### src/rtl/tag_tlb_pkg.sv
package tag_tlb_pkg;

  typedef enum logic [1:0] {
    ACC_READ  = 2'd0,
    ACC_WRITE = 2'd1,
    ACC_EXEC  = 2'd2,
    ACC_RSVD  = 2'd3
  } acc_e;

  localparam int PERM_W = 3;

  function automatic logic perm_allows(input logic [PERM_W-1:0] perm, input logic [1:0] acc);
    case (acc)
      ACC_READ:  return perm[0];
      ACC_WRITE: return perm[1];
      ACC_EXEC:  return perm[2];
      default:   return 1'b0;
    endcase
  endfunction

  function automatic int idx_w(input int n);
    return (n < 2) ? 1 : $clog2(n);
  endfunction

endpackage

### src/rtl/tlb_cam.sv
module tlb_cam #(
  parameter int N      = 8,
  parameter int VPN_W  = 20,
  parameter int ASID_W = 8,
  localparam int IW    = tag_tlb_pkg::idx_w(N)
) (
  input  logic [N-1:0]             valid_i,
  input  logic [N-1:0][VPN_W-1:0]  vpn_i,
  input  logic [N-1:0][ASID_W-1:0] asid_i,
  input  logic [VPN_W-1:0]         key_vpn_i,
  input  logic [ASID_W-1:0]        key_asid_i,
  output logic [N-1:0]             match_o,
  output logic                     any_o,
  output logic [IW-1:0]            idx_o
);

  for (genvar g = 0; g < N; g++) begin : g_cmp
    assign match_o[g] = valid_i[g] && (vpn_i[g] == key_vpn_i) && (asid_i[g] == key_asid_i);
  end

  assign any_o = |match_o;

  always_comb begin
    idx_o = '0;
    for (int i = 0; i < N; i++) begin
      if (match_o[i]) idx_o = IW'(i);
    end
  end

endmodule

### src/rtl/tlb_repl.sv
module tlb_repl #(
  parameter int N       = 8,
  parameter bit USE_LRU = 1'b1,
  localparam int IW     = tag_tlb_pkg::idx_w(N)
) (
  input  logic          clk_i,
  input  logic          rst_ni,
  input  logic [N-1:0]  wired_i,
  input  logic          touch_v_i,
  input  logic [IW-1:0] touch_idx_i,
  output logic          victim_ok_o,
  output logic [IW-1:0] victim_idx_o
);

  if (USE_LRU) begin : g_lru
    // ages form a permutation 0..N-1; 0 is most recent
    logic [N-1:0][IW-1:0] age_q;

    always_ff @(posedge clk_i or negedge rst_ni) begin
      if (!rst_ni) begin
        for (int i = 0; i < N; i++) age_q[i] <= IW'(i);
      end else if (touch_v_i) begin
        for (int i = 0; i < N; i++) begin
          if (IW'(i) == touch_idx_i)            age_q[i] <= '0;
          else if (age_q[i] < age_q[touch_idx_i]) age_q[i] <= age_q[i] + 1'b1;
        end
      end
    end

    always_comb begin
      logic [IW-1:0] best;
      victim_ok_o  = 1'b0;
      victim_idx_o = '0;
      best         = '0;
      for (int i = 0; i < N; i++) begin
        if (!wired_i[i] && (!victim_ok_o || age_q[i] > best)) begin
          victim_ok_o  = 1'b1;
          victim_idx_o = IW'(i);
          best         = age_q[i];
        end
      end
    end

    p_lru_touch_r12: assert property (@(posedge clk_i) disable iff (!rst_ni)
      touch_v_i |=> age_q[$past(touch_idx_i)] == '0);

  end else begin : g_rand
    localparam logic [15:0] SEED = 16'hACE1;
    logic [15:0] lfsr_q, lfsr_nxt;
    logic        fb;
    int          start;

    assign fb       = lfsr_q[15] ^ lfsr_q[13] ^ lfsr_q[12] ^ lfsr_q[10] ^ (touch_v_i & ^touch_idx_i);
    assign lfsr_nxt = {lfsr_q[14:0], fb};

    always_ff @(posedge clk_i or negedge rst_ni) begin
      if (!rst_ni)                 lfsr_q <= SEED;
      else if (lfsr_nxt == 16'h0)  lfsr_q <= SEED;
      else                         lfsr_q <= lfsr_nxt;
    end

    assign start = int'(lfsr_q) % N;

    always_comb begin
      int j;
      victim_ok_o  = 1'b0;
      victim_idx_o = '0;
      for (int k = 0; k < N; k++) begin
        j = (start + k) % N;
        if (!victim_ok_o && !wired_i[j]) begin
          victim_ok_o  = 1'b1;
          victim_idx_o = IW'(j);
        end
      end
    end
  end

endmodule

### src/rtl/tag_tlb.sv
module tag_tlb #(
  parameter int N       = 8,
  parameter int VPN_W   = 20,
  parameter int PFN_W   = 20,
  parameter int ASID_W  = 8,
  parameter bit USE_LRU = 1'b1
) (
  input  logic              clk_i,
  input  logic              rst_ni,
  input  logic              lkp_valid_i,
  input  logic [VPN_W-1:0]  lkp_vpn_i,
  input  logic [ASID_W-1:0] lkp_asid_i,
  input  logic [1:0]        lkp_acc_i,
  output logic              lkp_hit_o,
  output logic              lkp_fault_o,
  output logic              lkp_miss_o,
  output logic [PFN_W-1:0]  lkp_pfn_o,
  input  logic              refill_valid_i,
  input  logic [VPN_W-1:0]  refill_vpn_i,
  input  logic [ASID_W-1:0] refill_asid_i,
  input  logic [PFN_W-1:0]  refill_pfn_i,
  input  logic [2:0]        refill_perm_i,
  input  logic              refill_wired_i,
  input  logic              flush_all_i,
  input  logic              flush_asid_i,
  input  logic [ASID_W-1:0] flush_asid_val_i,
  output logic              overflow_o
);
  import tag_tlb_pkg::*;

  localparam int IW = idx_w(N);

  logic [N-1:0]                    valid_q, wired_q;
  logic [N-1:0][VPN_W-1:0]         vpn_q;
  logic [N-1:0][ASID_W-1:0]        asid_q;
  logic [N-1:0][PFN_W-1:0]         pfn_q;
  logic [N-1:0][PERM_W-1:0]        perm_q;

  logic [N-1:0]  lkp_match, rfl_match;
  logic          lkp_any, rfl_any, lkp_ok, lkp_hit;
  logic [IW-1:0] lkp_idx, rfl_idx;

  tlb_cam #(.N(N), .VPN_W(VPN_W), .ASID_W(ASID_W)) u_cam_lkp (
    .valid_i(valid_q), .vpn_i(vpn_q), .asid_i(asid_q),
    .key_vpn_i(lkp_vpn_i), .key_asid_i(lkp_asid_i),
    .match_o(lkp_match), .any_o(lkp_any), .idx_o(lkp_idx)
  );

  tlb_cam #(.N(N), .VPN_W(VPN_W), .ASID_W(ASID_W)) u_cam_rfl (
    .valid_i(valid_q), .vpn_i(vpn_q), .asid_i(asid_q),
    .key_vpn_i(refill_vpn_i), .key_asid_i(refill_asid_i),
    .match_o(rfl_match), .any_o(rfl_any), .idx_o(rfl_idx)
  );

  assign lkp_ok  = perm_allows(perm_q[lkp_idx], lkp_acc_i);
  assign lkp_hit = lkp_valid_i && lkp_any && lkp_ok;

  // lowest free slot
  logic          free_any;
  logic [IW-1:0] free_idx;
  always_comb begin
    free_any = 1'b0;
    free_idx = '0;
    for (int i = N-1; i >= 0; i--) begin
      if (!valid_q[i]) begin
        free_any = 1'b1;
        free_idx = IW'(i);
      end
    end
  end

  logic          vic_ok, flush_any, rfl_go, wr_en, rfl_drop, touch_v;
  logic [IW-1:0] vic_idx, wr_idx, touch_idx;

  assign flush_any = flush_all_i || flush_asid_i;
  assign rfl_go    = refill_valid_i && !flush_any;
  assign wr_en     = rfl_go && (rfl_any || free_any || vic_ok);
  assign rfl_drop  = rfl_go && !wr_en;
  assign wr_idx    = rfl_any ? rfl_idx : (free_any ? free_idx : vic_idx);
  assign touch_v   = wr_en || lkp_hit;
  assign touch_idx = wr_en ? wr_idx : lkp_idx;

  tlb_repl #(.N(N), .USE_LRU(USE_LRU)) u_repl (
    .clk_i, .rst_ni,
    .wired_i(wired_q),
    .touch_v_i(touch_v), .touch_idx_i(touch_idx),
    .victim_ok_o(vic_ok), .victim_idx_o(vic_idx)
  );

  always_ff @(posedge clk_i or negedge rst_ni) begin
    if (!rst_ni) begin
      valid_q <= '0;
      wired_q <= '0;
      vpn_q   <= '0;
      asid_q  <= '0;
      pfn_q   <= '0;
      perm_q  <= '0;
    end else begin
      for (int i = 0; i < N; i++) begin
        if (!wired_q[i] && (flush_all_i || (flush_asid_i && asid_q[i] == flush_asid_val_i)))
          valid_q[i] <= 1'b0;
      end
      if (wr_en) begin
        valid_q[wr_idx] <= 1'b1;
        wired_q[wr_idx] <= refill_wired_i;
        vpn_q[wr_idx]   <= refill_vpn_i;
        asid_q[wr_idx]  <= refill_asid_i;
        pfn_q[wr_idx]   <= refill_pfn_i;
        perm_q[wr_idx]  <= refill_perm_i;
      end
    end
  end

  always_ff @(posedge clk_i or negedge rst_ni) begin
    if (!rst_ni) begin
      lkp_hit_o   <= 1'b0;
      lkp_fault_o <= 1'b0;
      lkp_miss_o  <= 1'b0;
      lkp_pfn_o   <= '0;
      overflow_o  <= 1'b0;
    end else begin
      lkp_hit_o   <= lkp_hit;
      lkp_fault_o <= lkp_valid_i && lkp_any && !lkp_ok;
      lkp_miss_o  <= lkp_valid_i && !lkp_any;
      lkp_pfn_o   <= lkp_hit ? pfn_q[lkp_idx] : '0;
      overflow_o  <= rfl_drop;
    end
  end

  p_single_match_r1: assert property (@(posedge clk_i) disable iff (!rst_ni)
    $onehot0(lkp_match));

  p_result_follows_req_r1: assert property (@(posedge clk_i) disable iff (!rst_ni)
    (lkp_hit_o || lkp_fault_o || lkp_miss_o) |-> $past(lkp_valid_i));

  p_result_excl_r2: assert property (@(posedge clk_i) disable iff (!rst_ni)
    $onehot0({lkp_hit_o, lkp_fault_o, lkp_miss_o}));

  p_fault_no_frame_r4: assert property (@(posedge clk_i) disable iff (!rst_ni)
    lkp_fault_o |-> lkp_pfn_o == '0);

  p_flush_clears_r8: assert property (@(posedge clk_i) disable iff (!rst_ni)
    flush_all_i |=> (valid_q & ~wired_q) == '0);

  p_no_overflow_r10: assert property (@(posedge clk_i) disable iff (!rst_ni)
    overflow_o |-> $past(refill_valid_i) && $past(valid_q & wired_q) == '1);

  for (genvar g = 0; g < N; g++) begin : g_wired_chk
    p_wired_kept_r7: assert property (@(posedge clk_i) disable iff (!rst_ni)
      (valid_q[g] && wired_q[g]) |=> valid_q[g]);
  end

endmodule

### config.mk
export PLATFORM = sky130hd
export DESIGN_NAME = tag_tlb
export DESIGN_NICKNAME = d
export VERILOG_FILES = /design/src/rtl/tag_tlb_pkg.sv /design/src/rtl/tlb_cam.sv /design/src/rtl/tlb_repl.sv /design/src/rtl/tag_tlb.sv
export SDC_FILE = /design/constraint.sdc
export NUM_CORES = 2
export LEC_CHECK = 0
export BUFFER_PORTS_ARGS = -buffer_cell sky130_fd_sc_hd__buf_2
export CAP_MARGIN = 20
export CORE_MARGIN = 2
export CORE_UTILIZATION = 25
export CTS_BUF_LIST = sky130_fd_sc_hd__clkbuf_8
export CTS_CLUSTER_SIZE = 8
export DETAILED_ROUTE_END_ITERATION = 10
export PLACE_DENSITY = 0.43
export SLEW_MARGIN = 20
export SYNTH_ARGS = -nofsm -noshare
export SYNTH_HDL_FRONTEND = slang
export SYNTH_SLANG_ARGS = --single-unit
### constraint.sdc
create_clock -name clk_i -period 14.2 [get_ports clk_i]
set_input_delay 2.84 -clock clk_i [delete_from_list [all_inputs] [get_ports clk_i]]
set_output_delay 2.84 -clock clk_i [all_outputs]
set_load 0.1 [all_outputs]
==> results.sh <==
export IMPL_status="complete, no violations"
export IMPL_core_um2=113900
export IMPL_vdd_drop_max_mv=0.1128
export IMPL_avgSynthCellArea_um2=10.80
export IMPL_via_count=21656
export IMPL_syn_inst=2646
export IMPL_top_layer="met5"
export IMPL_post_cts_buffers=0
export IMPL_r2r_start="wired_q[0]"
export IMPL_met1_length_um=49050
export IMPL_route_met3_wl_um=6397
export IMPL_cts_reportedPaths_clkPinSlew_ns=0.06
export IMPL_regArea_um2=11830
export IMPL_clock_path_buffers=3
export IMPL_syn_num_nets=2779
export IMPL_p_sw_share_pct=35.17
export IMPL_grt_pass1_vias=21986
export IMPL_cts_sinks=472
export IMPL_final_setup_tns_ns=0
export IMPL_detail_route_wl_per_cell_um=25.05
export IMPL_dr_pass1_iters=5
export IMPL_synth_edf_count=0
export IMPL_final_layout_size_suffix_gt1_share_pct=27.90
export IMPL_multi_input_area_um2=15910
export IMPL_portBuffers=119
export IMPL_cts_tree="built"
export IMPL_viasPerCell=5.039
export IMPL_die_area_um2=117100
export IMPL_max_cap_viol_count=0
export IMPL_cts_made_buffers=89
export IMPL_slowest_stage="a211oi_1"
export IMPL_crit_arrival_ns=12.97
export IMPL_cp_required_ns=14.85
export IMPL_critPathMaxStageDelay_ns=0.61
export IMPL_p_comb_share_pct=31.0
export IMPL_route_detailed_drc=0
export IMPL_grt_remaining_overflow=0
export IMPL_grt_max_degree=96
export IMPL_fin_crit_sh_pct=86.77
export IMPL_synth_seq_cells=472
export IMPL_cp_num_buf_inv=2
export IMPL_ys_seq_area_share_pct=41.37
export IMPL_yosysWarnings=0
export IMPL_hp_class="flop to flop"
export IMPL_critical_path_endpoint_type="flop"
export IMPL_syn_area_um2=28590
export IMPL_startpoint_type="flop"
export IMPL_slew_headroom_pct=30.86
export IMPL_setup_viol=0
export IMPL_rows=124
export IMPL_hold_violations=0
export IMPL_async_reset_ff_share_pct=100.0
export IMPL_globalplace_congestion=0.9071
export IMPL_switchingPower_mw=1.637
export IMPL_drt_iter0_drc=1709
export IMPL_p_int_mw=3.017
export IMPL_finClkSkew_ns=0.03732
export IMPL_cts_root_buffer="clkbuf_8"
export IMPL_min_from="pfn_q[48]"
export IMPL_fmax_ghz=0.08116
export IMPL_num_io_pins=120
export IMPL_cts_htree_levels=3
export IMPL_fin_util_pct=28.57
export IMPL_grt_pass1_wl_um=157500
export IMPL_synth_distinct_cells=83
export IMPL_met2_length_um=47760
export IMPL_die_h_um=342.2
export IMPL_drv_slew=0
export IMPL_die_width_um=342.2
export IMPL_p_leak_nw=13.75
export IMPL_period_minus_slack_ns=12.32
export IMPL_critPathKind="flop to flop"
export IMPL_cts_repair_resized=0
export IMPL_grt_antenna_before_repair=13
export IMPL_dp_hpwl_um=69100
export IMPL_totalWireLength_um=107700
export IMPL_pwr_share_seq_pct=38.1
export IMPL_fillCellCount=11993
export IMPL_crit_top_cell="ha_1"
export IMPL_pwr_density_cell_nw_per_um2=143.0
export IMPL_final_antenna_net_count=0
export IMPL_final_nets=2842
export IMPL_rsz0062_at_grt="false"
export IMPL_syn2layout_area_growth_pct=13.81
export IMPL_clk_latency_ns=0.73
export IMPL_crit_path_max_fanout=13
export IMPL_grt_use_total_pct=18.38
export IMPL_hold_buffers=0
export IMPL_clock_power_share_pct=30.9
export IMPL_yosys_most_used_dff="dfrtp_1"
export IMPL_start_util_pct=25.10
export IMPL_worstSetupStartpoint="wired_q[0]"
export IMPL_tightestPinTransition_ns=1.037
export IMPL_crit_family="compound AO/OA/AOI/OAI gates"
==> cells in the mapped netlist (4+ instances only) <==
master     count  share of area [%]
dfrtp_1      460                 40
mux2_2       440                 17
xnor2_1      382                 12
nand4_1      152                3.3
nand2_1      127                1.7
xor2_1       122                3.7
nor2_1       100                1.3
buf_2         82                1.4
mux2i_1       79                2.8
clkbuf_1      75               0.98
o21ai_0       73                1.3
nor4_1        69                1.5
a21oi_1       59                1.0
nand3_1       59                1.0
inv_1         46               0.60
ha_1          37                1.6
nor3_1        23               0.40
nand2b_1      22               0.48
a31oi_1       14               0.31
buf_1         13               0.17
dfstp_2       12                1.1
o211ai_1      12               0.32
or2_2         12               0.26
nor3b_1       11               0.29
or4_1         10               0.26
a21o_1         9               0.24
a211oi_1       8               0.21
o21a_1         7               0.18
and2_1         6               0.13
and4_1         6               0.18
o21bai_1       6               0.16
a2111oi_0      5               0.15
and3_1         5               0.11
nor2b_1        5               0.11
o2111ai_1      5               0.15
o211a_1        5               0.18
o311ai_1       5               0.15
o31a_1         5               0.15
a31o_2         4               0.12
and4b_1        4               0.14
o221ai_1       4               0.12
o22ai_1        4              0.088
==> through the flow <==
stage	std cells	setup slack [ns]	power, mW	hold slack [ns]	area [µm²]
final	4298	1.879	4.654	0.4996	32540
after global routing	4296	0.7770	4.954	0.5110	32530
after CTS	4293	1.896	4.696	0.5016	32520
after detailed placement	4130	2.008	3.221	0.4871	30610
after global placement	4130	2.069	3.229	0.4818	30610
after floorplan	2646	3.164	2.815	0.4728	28590
==> placed cells by master (no fill, tap or decap), drive strengths merged, types with 5 or more instances in the layout <==
cell,netlist,routed
or4,10,10
buf,98,145
nor2b,5,5
o21a,8,8
nand2,127,127
nand2b,22,22
nor3b,11,11
a21o,9,9
o211ai,12,12
xor2,122,122
dfrtp,460,460
a31oi,14,14
o311ai,5,5
nor4,71,71
a21oi,59,59
ha,37,37
xnor2,385,385
nor2,102,102
o211a,5,5
or2,12,12
nor3,23,23
clkinv,0,13
a2111oi,6,6
mux2i,81,81
clkbuf,75,113
a21boi,6,6
dfstp,12,12
nand4,152,152
nand3,59,59
o21bai,6,6
and2,6,6
o31a,5,5
mux2,441,441
diode,0,5
and3,5,5
a211oi,11,11
inv,46,79
o2111ai,5,5
o21ai,78,78
and4,6,6
==> per-layer routing <==
layer,up-vias,GRT usage [%]
li1,9615,-
met3,222,3.146
met5,-,0
met1,11112,25.30
met4,14,7.611
met2,693,28.40
==> power groups by stage <==
stage	clock (mW)	sequential (mW)	combinational, mW
after floorplan	0	1.71	1.11
after global placement	0	1.79	1.44
after detailed placement	0	1.79	1.43
after CTS	1.49	1.77	1.44
after global routing	1.55	1.80	1.61
final	1.44	1.77	1.44
==> final timing paths <==
kind | end | slack, ns | depth (start not counted)
setup / recovery | u_repl.g_lru.age_q[19] | 1.88 | 50
setup reg to reg | u_repl.g_lru.age_q[19] | 1.88 | 50
min in group asynchronous | vpn_q[92] | 2.11 | 1
hold reg to reg | pfn_q[48] | 0.50 | 1
max in group asynchronous | pfn_q[22] | 9.83 | 3
hold / removal | pfn_q[48] | 0.50 | 1
==> layout make-up <==
cell class / instances / share of cell area (%)
clock inverter: 50 / 1.100
tap: 1512 / 5.814
timing repair buffer: 145 / 2.500
clock buffer: 113 / 4.780
antenna: 5 / 0.03845
multi-input combinational: 1955 / 48.89
sequential: 472 / 36.35
inverter: 46 / 0.5307
==> registers in the layout, indices dropped and copies added, names as in the netlist <==
| name | count |
|---|---|
| pfn_q | 160 |
| vpn_q | 160 |
| asid_q | 64 |
| perm_q | 24 |
| u_repl.g_lru.age_q | 24 |
| lkp_pfn_o | 20 |
| valid_q | 8 |
| wired_q | 8 |
| lkp_fault_o | 1 |
| lkp_hit_o | 1 |
| lkp_miss_o | 1 |
| overflow_o | 1 |
==> cells by family after synthesis <==
family,Yosys count,share of synthesized area [%]
AOI/OAI and AO/OA,260,6.022
xor gates and xnor gates,507,15.61
muxes,522,20.28
buffers and inverters,219,3.300
and+or+nand+nor,629,11.80
adders and majority gates,37,1.619
DFF,472,41.37
No activity file was read; power rests on OpenSTA's default activity.
